**src/rtl/capcmp_pkg.sv**
```systemverilog
package capcmp_pkg;

  // Control register layout, MSB first (bit 7 .. bit 0)
  typedef struct packed {
    logic       actAdc;
    logic       actReset;
    logic       actToggle;
    logic       overwrite;
    logic [1:0] edgeSel;
    logic       cmpMode;
    logic       timerSel;
  } chanCfg_t;

  // Strobes from control to datapath
  typedef struct packed {
    logic loadBuf;
    logic moveBuf;
    logic loadCpu;
    logic fireToggle;
    logic fireReset;
    logic fireAdc;
  } chanStb_t;

  localparam logic [1:0] EDGE_NONE = 2'b00;
  localparam logic [1:0] EDGE_RISE = 2'b01;
  localparam logic [1:0] EDGE_FALL = 2'b10;
  localparam logic [1:0] EDGE_BOTH = 2'b11;

endpackage

```
**src/rtl/capcmp_ctrl.sv**
```systemverilog
module capcmp_ctrl
  import capcmp_pkg::*;
#(
  parameter int SYNC_STAGES = 2
) (
  input  logic     clk,
  input  logic     rstN,
  input  logic     pinIn,
  input  logic     cfgWr,
  input  logic [7:0] cfgData,
  input  logic     timeRd,
  input  logic     timeWr,
  input  logic     pendClr,
  input  logic     cmpEq,
  output logic     timerSel,
  output chanStb_t stb,
  output logic     pending,
  output logic     overrun
);

  localparam int HIST = SYNC_STAGES + 1;

  chanCfg_t        cfg;
  logic [HIST-1:0] pinHist;
  logic            bufValid;
  logic            timeFull;
  logic            rise, fall, evt;
  logic            capMode, hit, dropEvt;

  // synchronizer plus one extra stage for edge detection
  always_ff @(posedge clk or negedge rstN) begin
    if (!rstN) pinHist <= '0;
    else       pinHist <= {pinHist[HIST-2:0], pinIn};
  end

  assign rise = pinHist[HIST-2] & ~pinHist[HIST-1];
  assign fall = ~pinHist[HIST-2] & pinHist[HIST-1];

  always_comb begin
    unique case (cfg.edgeSel)
      EDGE_RISE: evt = rise;
      EDGE_FALL: evt = fall;
      EDGE_BOTH: evt = rise | fall;
      default:   evt = 1'b0;
    endcase
  end

  assign capMode  = ~cfg.cmpMode;
  assign timerSel = cfg.timerSel;

  always_comb begin
    stb         = '0;
    stb.moveBuf = capMode && !cfgWr && bufValid && (!timeFull || timeRd);
    stb.loadBuf = capMode && !cfgWr && evt && (!bufValid || stb.moveBuf || cfg.overwrite);
    stb.loadCpu = !capMode && timeWr;
    hit         = !capMode && !cfgWr && cmpEq;
    stb.fireToggle = hit && cfg.actToggle;
    stb.fireReset  = hit && cfg.actReset;
    stb.fireAdc    = hit && cfg.actAdc;
  end

  assign dropEvt = capMode && !cfgWr && evt && bufValid && !stb.moveBuf && !cfg.overwrite;

  always_ff @(posedge clk or negedge rstN) begin
    if (!rstN) begin
      cfg      <= '0;
      bufValid <= 1'b0;
      timeFull <= 1'b0;
      overrun  <= 1'b0;
      pending  <= 1'b0;
    end else begin
      if (cfgWr) cfg <= chanCfg_t'(cfgData);

      if (cfgWr)            bufValid <= 1'b0;
      else if (stb.loadBuf) bufValid <= 1'b1;
      else if (stb.moveBuf) bufValid <= 1'b0;

      if (cfgWr)                  timeFull <= 1'b0;
      else if (stb.moveBuf)       timeFull <= 1'b1;
      else if (capMode && timeRd) timeFull <= 1'b0;

      if (cfgWr)        overrun <= 1'b0;
      else if (dropEvt) overrun <= 1'b1;

      if (stb.moveBuf || hit) pending <= 1'b1;
      else if (pendClr)       pending <= 1'b0;
    end
  end

  AST_PEND_SET_WINS: assert property (@(posedge clk) disable iff (!rstN)
    (stb.moveBuf || hit) |=> pending);

  AST_OVR_STICKY: assert property (@(posedge clk) disable iff (!rstN)
    (overrun && !cfgWr) |=> overrun);

endmodule

```
**src/rtl/capcmp_dp.sv**
```systemverilog
module capcmp_dp
  import capcmp_pkg::*;
#(
  parameter int W       = 16,
  parameter bit HAS_ADC = 1'b1
) (
  input  logic         clk,
  input  logic         rstN,
  input  logic [W-1:0] timerA,
  input  logic [W-1:0] timerB,
  input  logic         tickA,
  input  logic         tickB,
  input  logic         timerSel,
  input  chanStb_t     stb,
  input  logic [W-1:0] timeWrData,
  output logic         cmpEq,
  output logic [W-1:0] timeReg,
  output logic         pinOut,
  output logic         timerRst,
  output logic         adcStart
);

  logic [W-1:0] selTimer;
  logic         selTick;
  logic [W-1:0] bufReg;

  assign selTimer = timerSel ? timerB : timerA;
  assign selTick  = timerSel ? tickB  : tickA;
  assign cmpEq    = selTick && (selTimer == timeReg);

  always_ff @(posedge clk or negedge rstN) begin
    if (!rstN) begin
      bufReg   <= '0;
      timeReg  <= '0;
      pinOut   <= 1'b0;
      timerRst <= 1'b0;
    end else begin
      if (stb.loadBuf) bufReg <= selTimer;
      if (stb.moveBuf)      timeReg <= bufReg;
      else if (stb.loadCpu) timeReg <= timeWrData;
      if (stb.fireToggle) pinOut <= ~pinOut;
      timerRst <= stb.fireReset;
    end
  end

  generate
    if (HAS_ADC) begin : g_adc
      always_ff @(posedge clk or negedge rstN) begin
        if (!rstN) adcStart <= 1'b0;
        else       adcStart <= stb.fireAdc;
      end
    end else begin : g_noAdc
      assign adcStart = 1'b0;
    end
  endgenerate

  AST_BUF_HOLD: assert property (@(posedge clk) disable iff (!rstN)
    !stb.loadBuf |=> $stable(bufReg));

  AST_TIME_SOURCE: assert property (@(posedge clk) disable iff (!rstN)
    (!stb.moveBuf && !stb.loadCpu) |=> $stable(timeReg));

  AST_TOGGLE_CAUSE: assert property (@(posedge clk) disable iff (!rstN)
    (pinOut != $past(pinOut)) |-> $past(stb.fireToggle));

endmodule

```
**src/rtl/capcmp_channel.sv**
```systemverilog
module capcmp_channel
  import capcmp_pkg::*;
#(
  parameter int W       = 16,
  parameter bit HAS_ADC = 1'b1
) (
  input  logic         clk,
  input  logic         rstN,
  input  logic [W-1:0] timerA,
  input  logic [W-1:0] timerB,
  input  logic         tickA,
  input  logic         tickB,
  input  logic         pinIn,
  input  logic         cfgWr,
  input  logic [7:0]   cfgData,
  input  logic         timeWr,
  input  logic [W-1:0] timeWrData,
  input  logic         timeRd,
  input  logic         pendClr,
  input  logic         irqEn,
  output logic [W-1:0] timeReg,
  output logic         pending,
  output logic         irq,
  output logic         overrun,
  output logic         pinOut,
  output logic         timerRst,
  output logic         adcStart
);

  chanStb_t stb;
  logic     cmpEq;
  logic     timerSel;

  capcmp_ctrl #(.SYNC_STAGES(2)) u_ctrl (
    .clk(clk), .rstN(rstN), .pinIn(pinIn), .cfgWr(cfgWr), .cfgData(cfgData),
    .timeRd(timeRd), .timeWr(timeWr), .pendClr(pendClr), .cmpEq(cmpEq),
    .timerSel(timerSel), .stb(stb), .pending(pending), .overrun(overrun)
  );

  capcmp_dp #(.W(W), .HAS_ADC(HAS_ADC)) u_dp (
    .clk(clk), .rstN(rstN), .timerA(timerA), .timerB(timerB),
    .tickA(tickA), .tickB(tickB), .timerSel(timerSel), .stb(stb),
    .timeWrData(timeWrData), .cmpEq(cmpEq), .timeReg(timeReg),
    .pinOut(pinOut), .timerRst(timerRst), .adcStart(adcStart)
  );

  assign irq = pending & irqEn;

  AST_IRQ_GATED: assert property (@(posedge clk) disable iff (!rstN)
    (irq == (pending && irqEn)));

endmodule

```
**config.mk**
```make
export PLATFORM = sky130hd
export DESIGN_NAME = capcmp_channel
export DESIGN_NICKNAME = d
export VERILOG_FILES = /design/src/rtl/capcmp_pkg.sv /design/src/rtl/capcmp_ctrl.sv /design/src/rtl/capcmp_dp.sv /design/src/rtl/capcmp_channel.sv
export SDC_FILE = /design/constraint.sdc
export NUM_CORES = 1
export LEC_CHECK = 0
export BUFFER_PORTS_ARGS = -buffer_cell sky130_fd_sc_hd__buf_2
export CELL_PAD_IN_SITES_DETAIL_PLACEMENT = 2
export CELL_PAD_IN_SITES_GLOBAL_PLACEMENT = 2
export CORE_MARGIN = 2
export CORE_UTILIZATION = 29
export CTS_CLUSTER_SIZE = 25
export DETAILED_ROUTE_END_ITERATION = 6
export GPL_ROUTABILITY_DRIVEN = 1
export PLACE_DENSITY_LB_ADDON = 0.1
export SYNTH_ARGS = -nofsm -noshare
export SYNTH_HDL_FRONTEND = slang
export SYNTH_SLANG_ARGS = --single-unit
```
**constraint.sdc**
```tcl
create_clock -name clk -period 2 [get_ports clk]
set_clock_uncertainty 0.1 [all_clocks]
set_input_delay 0.6 -clock clk [delete_from_list [all_inputs] [get_ports clk]]
set_output_delay 0.6 -clock clk [all_outputs]
set_load 0.03 [all_outputs]
```
Word level (Yosys, flattened, before mapping):

Index checks and enable logic that the tools add are counted.

* output and inout port bits: 22
* input port bits: 66
* logic and storage cells: 74
* register bits: 50

* multiplexer cells: 15
* bitwise gates (word level): 8
* eq/ne operators: 4
* reductions and logical operators: 30

Operators with widths (count)
* 16-bit 2-to-1 mux: 3
* 16-bit == test: 1
* 1-bit logical AND: 16
* 1-bit 2-to-1 mux: 11
* 2-bit nonzero test: 3
* 3-bit nonzero test: 2
* 1-bit zero test: 5
* 2-bit == test, second input constant: 2
* 1-bit logical OR: 4
* 1-bit NOT: 4
* 1-bit AND: 3
* 1-bit case mux with 3 select lines: 1
* 2-bit by 1-bit == test with 1-bit output, second input constant: 1
* 1-bit bitwise OR: 1

Logic depth before layout (Yosys ltp):

* depth in word-level cells: 10
* gate-level depth with buffers: 9
* gate-level depth less buffers: 8

Hierarchy:

Synthesis repeated with hierarchy kept, for this count alone.

* cells, all modules: 223
* area, all modules: 2428.6 sq um

Modules (own cells, without submodules)
* capcmp_dp: area each 1746.7 sq um, cells each 168, times used 1
* capcmp_ctrl: area each 675.6 sq um, cells each 54, times used 1
* capcmp_channel: area each 6.3 sq um, cells each 1, times used 1

Worst setup path before layout:

No wires, ideal clock.

* path kind: input to register
* start: input port timerB[7]
* end: register u_dp.pinOut
* setup time: 80 ps
* buffers on the path: 0
* arrival time: 1595 ps
* stages on the path: 6
* slack: 225 ps
* required time: 1820 ps
* cells stage by stage: mux2i_1 -> xnor2_1 -> nor4_1 -> nand4_1 -> nor3_2 -> xor2_1

* word-level cells in the longest chain between the ends: 5

Ends and longest elaborated chain
* start: declaration: line capcmp_channel.sv:10 `input logic [W-1:0] timerB,`
* 16-bit 2-to-1 mux: line capcmp_dp.sv:27 `assign selTimer = timerSel ? timerB : timerA;`
* 16-bit == test: line capcmp_dp.sv:29 `assign cmpEq = selTick && (selTimer == timeReg);`
* 1-bit logical AND: line capcmp_dp.sv:29
* 1-bit logical AND: line capcmp_ctrl.sv:56 `hit = !capMode && !cfgWr && cmpEq;`
* 1-bit logical AND: line capcmp_ctrl.sv:57 `stb.fireToggle = hit && cfg.actToggle;`
* end signal: assignment: line capcmp_dp.sv:41 `if (stb.fireToggle) pinOut <= ~pinOut;`
* end: declaration: line capcmp_dp.sv:18 `output logic pinOut,`

Every way passes these cells.
A chain may end at the register's enable or synchronous reset.

Worst setup path in the final report:

* start: register u_ctrl.cfg, in the netlist u_ctrl.timerSel
* end: register u_dp.pinOut

* word-level cells in the longest chain between the ends: 5
* elaborated cells between the ends (all ways): 6

Ends and longest elaborated chain
* start: declaration: line capcmp_ctrl.sv:23 `chanCfg_t cfg;`
* start signal: assignment: line capcmp_ctrl.sv:72 `if (cfgWr) cfg <= chanCfg_t'(cfgData);`
* 16-bit 2-to-1 mux: line capcmp_dp.sv:27
* 16-bit == test: line capcmp_dp.sv:29
* 1-bit logical AND (*): line capcmp_dp.sv:29
* 1-bit logical AND (*): line capcmp_ctrl.sv:56
* 1-bit logical AND (*): line capcmp_ctrl.sv:57

Every way passes the cells marked *; elsewhere a longest branch is shown, timed or not.

==> flow_summary.yaml <==
critical_path:
  criticalPathCategory: "reg -> reg"
  max_stage_delay_ns: 0.43
  cpMaxStageDelayCell: "dfrtp_1"
  r2r_start: "u_ctrl.timerSel"
  crit_required_ns: 2.12
  endpoint_kind: "flip-flop"
  cp-start-kind: "flip-flop"
  worstSetupStartpoint: "u_ctrl.timerSel"
  reg2reg_depth: 8
  worstPathCellList: "buf_12 -> buf_12 -> mux2i_4 -> xnor2_2 -> nor4_2 -> nand4_1 -> nor3_2 -> xor2_1"
  cp_max_fo: 7
  crit_path_frequent_cell: "buf_12"
  cp.arrival_ns: 2.25
synth:
  synth-seq-area-share_pct: 53.6
  synth_commonest_cells: "dfrtp_1, nand2_1, a22oi_1"
  synth.area.top_cells: "dfrtp_1, nand2_1, mux2i_1"
  syn-cell-area_mm2: 0.00233
  synth_top_area_cell: "dfrtp_1"
  syn-num-nets: 289
  synthArstFlopShare_pct: 100
  synth_ff_type: "dfrtp_1"
  synth_edf_count: 0
  ys_ff_latch: 50
  yosysTopAreaCellShare_pct: 53.6
  yosys.cell_types.count: 31
  avgSynthCellArea_um2: 10.6
  netlist_instances: 221
  yosysWarnings: 0
detailed_routing:
  vias: 2075
  routedWlPerCell_um: 17.6
  viasPerCell: 4.79
  antenna_left: 0
  drt_wl_total_um: 7640
  drc: 0
  dr.pass1.iters: 4
  drtIter0Drc: 45
power:
  combPwrFrac_pct: 31.6
  p_int_w: 0.00192
  power_density_mw_per_mm2: 877
  p_leak_nw: 1.65
  clock_power_share_pct: 21.5
  max-vdd-ir-drop_mv: 0.303
  switchingPower_w: 0.00105
  p_sw_share_pct: 35.3
  seq_power_share_pct: 46.9
status:
  run_status: "finished with violations"
  violations: "setup timing"
global_route:
  grt-busiest-layer: "met2"
  grt_util_met1_pct: 23.7
  grt_use_met2_pct: 33.2
  antenna_found_initial: 0
  track_usage_pct: 18.8
  grt_pass1_wl_um: 12500
  grt_pass1_vias: 2349
  met3_usage_pct: 3.69
  overflow: 0
  grt_start_max_net_pins: 51
sta:
  fmax_mhz: 469
  slew_headroom_pct: 69.1
  grt_setup_unrepaired: "true"
  worst_pin_slew_ns: 0.462
  setup_viol: 4
  hold_ws_ns: 0.148
  hold_viol: 0
  period_needed_ns: 2.13
  slew_viol_final: 0
  worst_slack_ns: -0.131
  setup_tns_ns: -0.460
  min_period_over_period_pct: 107
placement:
  hpwlAfterDp_um: 5470
  place.gp.congestion: 0.726
  post_dp_cell_area_mm2: 0.00303
  port_buffers: 87
  dp_cells: 419
floorplanning:
  io_pins: 88
  die_w_um: 93.7
  start_util_pct: 30.0
  rows: 32
  dieArea_mm2: 0.00878
  core_mm2: 0.00777
  die_h_um: 93.7
cts:
  root_buffer: "clkbuf_8"
  clk_path_buf_depth: 2
  cts_tree: "done"
  htreeDepth: 2
  clkLatencyLatePin_ns: 0.31
  cts-buffers-inserted: 5
  cts_sinks: 50
  clk_pin_slew_ns: 0.10
finish:
  final_area_mm2: 0.00338
  instances_no_fill: 433
  drive_gt1_share_pct: 46.2
  diodes: 0
  nNetsFinal: 398
  syn_to_final_growth_pct: 45.1
job:
  maxCapViolations: 0
worst_hold_path:
  min_path_type: "in -> async"
per-stage QoR:
| stage | power (W) | utilization [%] | setup WS (ns) |
|---|---|---|---|
| finish | 0.00297 | 43.6 | -0.131 |
| detailed placement | 0.00224 | 39.0 | -0.337 |
| CTS | 0.00298 | 42.9 | -0.141 |
| global placement | 0.00219 | 39.0 | -0.286 |
| global route | 0.00317 | 43.6 | -0.279 |
| floorplan | 0.00187 | - | 0.225 |
power by group through the flow:
| stage | logic (W) | registers, W | clock network, W |
|---|---|---|---|
| 2_1_floorplan | 0.000367 | 0.00151 | 0 |
| 3_3_place_gp | 0.000797 | 0.00139 | 0 |
| 3_5_place_dp | 0.000831 | 0.00141 | 0 |
| 4_1_cts | 0.000933 | 0.00139 | 0.000660 |
| 5_1_grt | 0.00104 | 0.00143 | 0.000703 |
| 6_report | 0.000938 | 0.00139 | 0.000637 |
state kept, by name, summed over array words and instances (netlist names), 3 cells and up:
signal	flops
u_dp.bufReg	16
u_dp.timeReg	16
u_ctrl.cfg	7
u_ctrl.pinHist	3
cells by family after synthesis:
family | synth area share (%)
xor gates and xnor gates | 6.38
AOI/OAI and AO/OA | 11.1
buffers and inverters | 3.65
adders and majority gates | 1.07
and+or+nand+nor | 13.1
DFF | 53.6
muxes | 11.0
final timing paths:
kind / slack [ns] / to
min: 0.15 / u_dp.bufReg[1]
max in group asynchronous: 1.38 / u_dp.pinOut
max reg2reg: -0.13 / u_dp.pinOut
min reg2reg: 0.27 / u_ctrl.pinHist[1]
max: -0.13 / u_dp.pinOut
min in group clk: 0.27 / u_ctrl.pinHist[1]
layout make-up:
| type | instances | area (um^2) |
|---|---|---|
| Fill cell | 864 | 4380 |
| Sequential cell | 50 | 1250 |
| Multi-Input combinational cell | 155 | 1190 |
| Timing Repair Buffer | 113 | 699 |
| Tap cell | 102 | 128 |
| Clock buffer | 6 | 82.6 |
| Inverter | 5 | 18.8 |
| Clock inverter | 2 | 12.5 |
repair_timing:
action                     in CTS  in global routing
resized for setup              31                 11
pin swaps                       3                  4
hold buffers                    0                  0
setup buffers                   6                  0
setup endpoints to repair       4                 10
layer usage:
| layer | routed length, um | vias up |
|---|---|---|
| li1 | - | 970 |
| met1 | 3210 | 1049 |
| met5 | 0 | - |
| met3 | 375 | 5 |
| met2 | 3980 | 51 |
| met4 | 65 | 0 |
critical path: cells and delay by family (launching register included):
kind                   cells  cell delay [ns]
buffers and inverters      2             0.32
XOR/XNOR                   2             0.29
AND/OR/NAND/NOR            3             0.64
multiplexers               1             0.27
flip-flops                 1             0.43
cell usage in the layout, fill, tap and decap left out, types with 4 or more instances in the layout:
master	netlist	final
a22oi_1	16	16
buf_12	1	4
buf_2	1	87
buf_4	0	17
buf_6	1	5
clkbuf_8	0	6
dfrtp_1	50	50
inv_1	4	4
mux2_2	7	7
mux2i_1	15	4
mux2i_2	2	4
mux2i_4	0	9
nand2_1	50	50
o21ai_0	12	9
o21ai_1	9	12
xnor2_1	13	12
(Power assumes the default switching activity.)
